$ cat config.mk
export PLATFORM = sky130hd
export DESIGN_NAME = pmul_array
export DESIGN_NICKNAME = d
export VERILOG_FILES = /design/src/rtl/pmul_pkg.sv /design/src/rtl/pmul_pack.sv /design/src/rtl/pmul_wide.sv /design/src/rtl/pmul_lane.sv /design/src/rtl/pmul_array.sv
export SDC_FILE = /design/constraint.sdc
export NUM_CORES = 1
export LEC_CHECK = 0
export BUFFER_PORTS_ARGS = -buffer_cell sky130_fd_sc_hd__buf_2
export CAP_MARGIN = 20
export CORE_MARGIN = 1.5
export CORE_UTILIZATION = 39
export CTS_CLUSTER_SIZE = 28
export DETAILED_ROUTE_END_ITERATION = 10
export SLEW_MARGIN = 20
export SYNTH_ARGS = -nofsm -noshare
export SYNTH_HDL_FRONTEND = slang
export SYNTH_SLANG_ARGS = --single-unit
export TNS_END_PERCENT = 100
$ cat constraint.sdc
create_clock -name clk -period 13.67 [get_ports clk]
set_input_delay 1.367 -clock clk [delete_from_list [all_inputs] [get_ports clk]]
set_output_delay 1.367 -clock clk [all_outputs]
set_load 0.02 [all_outputs]
$ cat src/rtl/pmul_pkg.sv
package pmul_pkg;

    // Number of small products formed from one wide multiply (2 x 2 operands).
    localparam int LANES = 4;

    // Bit offset of lane k inside the wide product, given the lane stride.
    function automatic int lane_offset(input int k, input int stride);
        return k * stride;
    endfunction

    // Operand of the first set feeding lane k (lanes are ordered a0b0, a0b1, a1b0, a1b1).
    function automatic int lane_a_sel(input int k);
        return k / 2;
    endfunction

    // Operand of the second set feeding lane k.
    function automatic int lane_b_sel(input int k);
        return k % 2;
    endfunction

endpackage

$ cat src/rtl/pmul_pack.sv
module pmul_pack #(
    parameter int OP_W   = 4,
    parameter int STRIDE = 11,
    parameter int A_W    = 27,
    parameter int B_W    = 18
) (
    input  logic signed [OP_W-1:0] a0,
    input  logic signed [OP_W-1:0] a1,
    input  logic signed [OP_W-1:0] b0,
    input  logic signed [OP_W-1:0] b1,
    output logic signed [A_W-1:0]  word_a,
    output logic signed [B_W-1:0]  word_b
);

    // The high operand of the first set sits two strides up,
    // and the high operand of the second set sits one stride up.
    localparam int A_HI_OFF = 2 * STRIDE;
    localparam int B_HI_OFF = STRIDE;

    logic signed [A_W-1:0] a_lo_ext, a_hi_ext;
    logic signed [B_W-1:0] b_lo_ext, b_hi_ext;

    always_comb begin
        // Each operand is sign-extended to the full word width before it is shifted.
        a_lo_ext = A_W'(a0);
        a_hi_ext = A_W'(a1) <<< A_HI_OFF;
        b_lo_ext = B_W'(b0);
        b_hi_ext = B_W'(b1) <<< B_HI_OFF;

        // The sum, not a concatenation, folds the low operand's sign into the word.
        word_a = a_lo_ext + a_hi_ext;
        word_b = b_lo_ext + b_hi_ext;
    end

endmodule

$ cat src/rtl/pmul_wide.sv
module pmul_wide #(
    parameter int A_W   = 27,
    parameter int B_W   = 18,
    parameter int USE_W = 41
) (
    input  logic signed [A_W-1:0]   word_a,
    input  logic signed [B_W-1:0]   word_b,
    output logic        [USE_W-1:0] prod
);

    // Only the low USE_W bits carry lanes.
    // A product taken modulo 2^USE_W is exact in those bits.
    logic signed [USE_W-1:0] a_ext, b_ext;

    always_comb begin
        a_ext = USE_W'(word_a);
        b_ext = USE_W'(word_b);
        prod  = a_ext * b_ext;
    end

endmodule

$ cat src/rtl/pmul_lane.sv
module pmul_lane #(
    parameter int PROD_W = 8,
    parameter int GUARD  = 3
) (
    input  logic [PROD_W-1:0] field,
    input  logic [GUARD-1:0]  guard_below,
    output logic [PROD_W-1:0] result
);

    // Below a field, the guard bits are all copies of the sign of the lower part.
    // A negative lower part means the field was floored one too low,
    // so one is added back.
    logic borrow;

    always_comb begin
        borrow = |guard_below;
        result = field + {{(PROD_W-1){1'b0}}, borrow};
    end

endmodule

$ cat src/rtl/pmul_array.sv
module pmul_array #(
    parameter int OP_W  = 4,
    parameter int GUARD = 3,
    parameter int A_W   = 27,
    parameter int B_W   = 18
) (
    input  logic                     clk,
    input  logic                     rst,
    input  logic                     in_vld,
    input  logic signed [OP_W-1:0]   a0,
    input  logic signed [OP_W-1:0]   a1,
    input  logic signed [OP_W-1:0]   b0,
    input  logic signed [OP_W-1:0]   b1,
    output logic                     out_vld,
    output logic signed [2*OP_W-1:0] p00,
    output logic signed [2*OP_W-1:0] p01,
    output logic signed [2*OP_W-1:0] p10,
    output logic signed [2*OP_W-1:0] p11
);

    import pmul_pkg::*;

    localparam int PROD_W = 2 * OP_W;
    localparam int STRIDE = PROD_W + GUARD;
    localparam int USE_W  = (LANES - 1) * STRIDE + PROD_W;

    logic signed [A_W-1:0] word_a;
    logic signed [B_W-1:0] word_b;
    logic [USE_W-1:0]      prod_w;

    // Stage 1 state: the stored wide product.
    logic                  vld_s1;
    logic [USE_W-1:0]      prod_s1;

    // Stage 2 state: the corrected lanes.
    logic [LANES-1:0][PROD_W-1:0] lane_res;
    logic [LANES-1:0][PROD_W-1:0] res_q;

    pmul_pack #(
        .OP_W  (OP_W),
        .STRIDE(STRIDE),
        .A_W   (A_W),
        .B_W   (B_W)
    ) u_pack (
        .a0    (a0),
        .a1    (a1),
        .b0    (b0),
        .b1    (b1),
        .word_a(word_a),
        .word_b(word_b)
    );

    pmul_wide #(
        .A_W  (A_W),
        .B_W  (B_W),
        .USE_W(USE_W)
    ) u_wide (
        .word_a(word_a),
        .word_b(word_b),
        .prod  (prod_w)
    );

    // Stage 1: register the wide product, loading it only for a valid set.
    always_ff @(posedge clk) begin
        if (rst) begin
            vld_s1  <= 1'b0;
            prod_s1 <= '0;
        end else begin
            vld_s1 <= in_vld;
            if (in_vld) begin
                prod_s1 <= prod_w;
            end
        end
    end

    // One extraction-and-correction lane per small product.
    for (genvar k = 0; k < LANES; k++) begin : g_lane
        localparam int OFF = lane_offset(k, STRIDE);
        logic [GUARD-1:0] guard_k;

        if (k == 0) begin : g_bottom
            assign guard_k = '0;
        end else begin : g_upper
            assign guard_k = prod_s1[OFF-1 -: GUARD];
        end

        pmul_lane #(
            .PROD_W(PROD_W),
            .GUARD (GUARD)
        ) u_lane (
            .field      (prod_s1[OFF +: PROD_W]),
            .guard_below(guard_k),
            .result     (lane_res[k])
        );
    end

    // Stage 2: register the corrected products, holding them while idle.
    always_ff @(posedge clk) begin
        if (rst) begin
            out_vld <= 1'b0;
            res_q   <= '0;
        end else begin
            out_vld <= vld_s1;
            if (vld_s1) begin
                res_q <= lane_res;
            end
        end
    end

    assign p00 = res_q[0];
    assign p01 = res_q[1];
    assign p10 = res_q[2];
    assign p11 = res_q[3];

endmodule

Yosys cells after proc, flatten, opt, wreduce, memory -nomap -nowiden
Index checks and enable logic that the tools add are counted.
Word-level totals
  register bits after elaboration: 75
  bits of input ports: 19
  output and inout bits: 33
  logic and storage cells: 16
Cells by class
  add/subtract/negate cells: 5
  multipliers: 1
  reductions and logical operators: 3
Operator list (number)
  multiplier 27 x 16 -> 41 bit: 1
  adder 4 x 26 -> 27 bit: 1
  adder 8 x 1 -> 8 bit: 3
  adder 4 x 15 -> 16 bit: 1
  OR reduction 3 bit: 3

Longest topological paths before layout
Gate-level depths: netlist of run 1.
  depth after elaboration: 2
  depth in mapped cells: 28
  mapped depth without buffers: 28

By module
Synthesis of run 1 repeated with hierarchy kept, for this count alone.
Second synthesis, totals
  cells, all modules: 2232
  area total of the unflattened synthesis: 19945.4 µm²
By module, submodules not included
  pmul_wide: instances 1, cells an instance 1856, area each 16159.2 µm², seq. area each 0.0 µm²
  pmul_array: instances 1, cells an instance 241, area each 2722.6 µm², seq. area each 1501.4 µm²
  pmul_pack: instances 1, cells an instance 67, area each 538.0 µm², seq. area each 0.0 µm²
  pmul_lane: instances 4, cells an instance 17, area each 131.4 µm², seq. area each 0.0 µm²

Worst setup path after synthesis of run 1
No wires, ideal clock.
  path kind: input to register
  from: input port a0[3]
  to: register prod_s1[40]
  setup time: 0.144 ns
  arrival: 8.103 ns
  setup slack: 5.423 ns
  stages: 24
  cell sequence: ha_1 -> fa_1 -> a211oi_1 -> mux2_2 -> nand2_1 -> inv_1 -> fa_1 -> inv_1 -> fa_1 -> fa_1 -> fa_1 -> fa_1 -> fa_1 -> inv_1 -> ha_1 -> a21o_1 -> a21oi_1 -> nor2b_1 -> nor4_1 -> o41ai_1 -> o21bai_1 -> nor3_2 -> o41ai_1 -> o221ai_1
Between the ends
  longest elaborated chain between the ends: 2
RTL lines
  from (decl): RTL line pmul_array.sv:10  | input logic signed [OP_W-1:0] a0,
  adder 4 x 26 -> 27 bit: RTL line pmul_pack.sv:31  | word_a = a_lo_ext + a_hi_ext;
  multiplier 27 x 16 -> 41 bit: RTL line pmul_wide.sv:18  | prod = a_ext * b_ext;
  to (signal assigned): RTL line pmul_array.sv:71  | prod_s1 <= prod_w;
  to (decl): RTL line pmul_array.sv:33  | logic [USE_W-1:0] prod_s1;
Every way passes these cells.
A chain may end at the register's enable or synchronous reset.

Worst setup path after layout of run 1
Same ends and word-level chain as after synthesis.

==> impl_metrics.toml, run 1 <==
[die]
row_count = 63
die_h_um = 175.9
core_region_area_um2 = 29560
start_util_pct = 39.44
dieWidth_um = 175.9
dieArea_um2 = 30940
io_pins = 52

[global_route]
grt_pass1_vias = 7979
grt_use_total_pct = 16.27
busiest_layer = "met2"
met3_usage_pct = 1.667
grt_overflow = 0
antenna_found_initial = 0
grt_use_met1_pct = 24.28
grt_use_met2_pct = 25.28
grt_pass1_wl_um = 40290
grt_max_degree = 73

[placed_design]
place.gp.congestion = 0.8421
dp_hpwl_um = 20620
port_buffers = 51
post_dp_cell_area_um2 = 12260

[logic_synthesis]
netlist.top_cell.by_area = "fa_1"
avgSynthCellArea_um2 = 9.602
syn_area_um2 = 11660
synth_warnings = 0
synth.distinct_cells = 60
ys_ff_latch = 75
synth-async-reset-ratio_pct = 0
synthTopCellsByArea = "fa_1, dfxtp_1, ha_1"
synth-edff-count = 0
netlist_instances = 1214
ys.flop_type = "dfxtp_1"
synth_top_area_share_pct = 38.12
syn-num-nets = 1560
ys_seq_area_share_pct = 12.88

[clocking]
ctsRootBufferMaster = "clkbuf_16"
cts_tree = "built"
clkSlewWorstSetupHoldPaths_ps = 60
clockBufferDepth = 2
clock_sinks = 75
cts_buffers = 9
clock_latency_ps = 330
cts_resized = 0
post_cts_buffers = 0
cts-htree-levels = 3
cts_hold_buf = 0

[drt]
antenna_left = 0
viasPerCell = 4.674
wl_per_cell_um = 14.51
first_iter_violations = 222
vias = 7661
drt_pass1_iterations = 4
wl_um = 23790
drc = 0

[sta]
tightest_slew_ps = 1069
fin_crit_sh_pct = 65.06
finalSetupViolCount = 0
tns_ps = 0
clock.fmax_mhz = 112.4
min_period_ps = 8893
rsz0062_at_grt = "no"
slew_headroom_pct = 28.75
hold_slack_ps = 464.3
hold_viol = 0
drv_slew = 0
fin_skew_ps = 6.761

[layout]
n_antenna_cell = 0
area_growth_pct = 7.803
layout_commonest_cell = "inv_1"
fin_area_um2 = 12570
nets = 1590
layout_common_cells = "inv_1, fa_1, ha_1, nor2_1, dfxtp_1"
drive_above_1_share_pct = 7.366

[setup_path]
cpPeakStageDelay_ps = 700
worstPathRequired_ps = 13850
crit_fanout = 15
critPathArrivalTime_ps = 9070
critical_path.slowest_cell = "fa_1"
r2r_setup_slack_ps = 11840
cp-start-kind = "primary input"
cp-end-kind = "flip-flop"
crit_buf_inv = 4
r2r-start = "prod_s1[19]"
cp_common_cell = "fa_1"
worstRegToRegCells = 7
crit_type = "in2reg"
critPathTopFamily = "adder cells"
r2r_end = "p10[6]"

[run]
cap_viol_max_count = 0

[worst_hold_path]
min_delay_path_depth = 2
hold_end = "prod_s1[0]"
worstHoldPathType = "reg2reg"
min_from = "prod_s1[0]"

[outcome]
outcome = "finished clean"
state kept, by name, summed over array words and instances, names as in the netlist:
register / flops
p11: 8
prod_s1: 41
p01: 8
p10: 8
out_vld: 1
p00: 8
vld_s1: 1
worst reg2reg max path, stage by stage, from the launching register on:
cell      delay [ps]
dfxtp_1          310
or3_1            370
ha_1             210
ha_1             210
and3_1           210
nand3_1          100
xor2_1           160
a211oi_1          90
per-stage QoR:
stage                     std cells  setup slack (ps)  utilization [%]
after floorplan                1214              5423                -
after CTS                      1639              4732            42.51
final                          1639              4777            42.51
after global placement         1623              4714            41.49
after global routing           1639              4240            42.51
after detailed placement       1623              4405            41.49
routing by layer:
layer | wire length (um) | up-vias
li1 | - | 3840
met1 | 12560 | 3685
met2 | 10140 | 120
met3 | 780 | 16
met4 | 314 | 0
met5 | 0 | -
synth_stat cells (3+ instances only):
master	count
nand4_1	4
nor2_1	95
a21oi_1	36
clkbuf_1	30
a31oi_1	4
a21o_1	21
fa_1	222
a221oi_2	3
dfxtp_1	75
nand2b_1	5
xnor2_1	45
o21ai_0	10
or2_2	4
ha_1	105
and3_1	5
inv_1	267
o21ai_1	7
and2_1	53
nor3_1	10
mux2i_1	34
xor2_1	25
nor2b_1	3
nand3_1	14
o21bai_1	13
or3_1	3
buf_6	3
nand2_1	53
a211oi_1	26
worst max-delay path by stage:
stage	cells past startpoint	slack, ps	endpoint	startpoint
5_1_grt	25	4240	prod_s1[40]	a0[3]
6_report	25	4780	prod_s1[40]	a0[3]
4_1_cts	25	4730	prod_s1[40]	a0[3]
3_5_place_dp	25	4410	prod_s1[40]	a0[3]
3_3_place_gp	25	4710	prod_s1[40]	a0[3]
2_1_floorplan	24	5420	prod_s1[40]	a0[3]
cells by family (layout without fill, tap and decap cells):
| kind of cell | after synthesis | in the layout | share of synthesized area (%) |
|---|---|---|---|
| simple gates | 257 | 257 | 10.49 |
| xor+xnor | 70 | 70 | 5.259 |
| compound gates | 146 | 146 | 8.887 |
| flops | 75 | 75 | 12.88 |
| fa+ha+maj | 327 | 327 | 49.39 |
| buf+inv | 304 | 339 | 10.08 |
| mux | 35 | 35 | 3.016 |
final cells by class:
cell class                 instances  area (um^2)
clock buffer                      10        239.0
timing repair buffer              55        285.3
sequential                        75         1503
fill                            2949        16990
inverter                         268         1006
clock inverter                     6        65.06
tap                              390        488.0
multi-input combinational        835         8981
Power of run 1 is left out: the tool's default activity adds up to more than one toggle a clock period on the data nets, which glitch-free logic cannot reach.
==> run 2: changes to the inputs <==
==> constraint.sdc (replaced) <==
create_clock -name clk -period 7.2 [get_ports clk]
set_input_delay 0.72 -clock clk [delete_from_list [all_inputs] [get_ports clk]]
set_output_delay 0.72 -clock clk [all_outputs]
set_load 0.02 [all_outputs]
==> impl_metrics.toml, run 2 (same netlist as run 1, synthesis figures left out) <==
[setup_path]
cp_common_cell = "fa_1"
cp-start-kind = "primary input"
cpPeakStageDelay_ps = 610
cp-end-kind = "flip-flop"
worstPathRequired_ps = 7400
critical_path.slowest_cell = "fa_1"
critPathArrivalTime_ps = 7210
critPathTopFamily = "adder cells"
crit_type = "in2reg"
crit_buf_inv = 6
crit_fanout = 5

[die]
start_util_pct = 39.44
io_pins = 52
row_count = 63
die_h_um = 175.9
dieWidth_um = 175.9
dieArea_um2 = 30940
core_region_area_um2 = 29560

[layout]
top_register = "prod_s1"
n_antenna_cell = 0
layout_common_cells = "inv_1, fa_1, buf_4, ha_1, nor2_1"
nets = 1700
largest_register_ff_count = 41
layout_commonest_cell = "inv_1"
post-route-util_pct = 46.09
fillers = 2894
area_growth_pct = 16.87
drive_above_1_share_pct = 16.85
fin_cells = 1749

[global_route]
grt_overflow = 0
antenna_found_initial = 0
grt_use_total_pct = 16.60
grt_pass1_vias = 8397
grt_max_degree = 73
grt_pass1_wl_um = 41770

[sta]
layout_setup_ws_ps = 189.8
hold_slack_ps = 468.6
fin_crit_sh_pct = 97.36
rsz0062_at_grt = "yes"
clock.fmax_mhz = 142.7
drv_slew = 0
tightest_slew_ps = 1050
hold_viol = 0
fin_skew_ps = 5.222
slew_headroom_pct = 29.98
min_period_ps = 7010
finalSetupViolCount = 0

[drt]
top_layer_used = "met4"
met1Wirelength_um = 12900
vias = 8002
drt_pass1_iterations = 4
wl_per_cell_um = 13.80
viasPerCell = 4.575
wl_um = 24130
drc = 0
antenna_left = 0
wl_met2_um = 10370
first_iter_violations = 269
met3_length_um = 685

[clocking]
clkSlewWorstSetupHoldPaths_ps = 60
clock_latency_ps = 330
clockBufferDepth = 2
ctsRootBufferMaster = "clkbuf_16"
cts_buffers = 9
cts-htree-levels = 3
cts_hold_buf = 0
cts_tree = "built"
clock_sinks = 75

[placed_design]
port_buffers = 51
place.gp.congestion = 0.8402
pre_cts_ws_ps = -299.3
placed_cells = 1723
dp_hpwl_um = 21040

[outcome]
outcome = "finished clean"

[worst_hold_path]
worstHoldPathType = "reg2reg"

[run]
cap_viol_max_count = 0
[run 2: cell count changes in the layout (fill, tap and decap cells not counted), sizes merged]
cell | before | now
clkinv | 2 | 3
buf | 55 | 165
inv | 267 | 266
[run 2: worst paths after layout]
check        slack [ps]        start  cells past startpoint     endpoint
max                 190        b0[3]                     28  prod_s1[40]
max reg2reg        5370  prod_s1[30]                      7       p11[6]
min reg2reg         470  prod_s1[33]                      2  prod_s1[33]
min                 470  prod_s1[33]                      2  prod_s1[33]
[run 2: what timing repair did]
action                     CTS  global route
setup endpoints to repair    0             9
resized for setup            0            31
setup buffers                0            10
[run 2: worst register-to-register path: stages (launching register included)]
cell and delay [ps]:
dfxtp_1 310, or3_1 370, ha_1 200, ha_1 210
and3_1 210, nand3_1 100, xor2_1 170, a211oi_1 90
[run 2: per-stage QoR]
stage          setup TNS, ps  instance area (um^2)
2_1_floorplan              0                 11740
3_3_place_gp          -830.7                 13110
6_report                   0                 13620
4_1_cts                    0                 13400
5_1_grt               -294.9                 13620
3_5_place_dp           -2141                 13110
[run 2: area by class of cell]
type,instances,area [um^2],area share (%)
clock inverters,6,66.31,0.4867
clock buffers,10,229.0,1.681
inverters,268,1015,7.448
multi-input cells,835,9169,67.30
well taps,390,488.0,3.582
flip-flops and latches,75,1503,11.03
repair buffers,165,1155,8.476
[run 2: metal layers]
metal	global-route usage [%]	vias to the layer above
li1	-	4048
met1	25.51	3839
met2	25.84	102
met3	1.234	13
met4	2.707	0
met5	0	-
Power of run 2 is left out for the same reason.
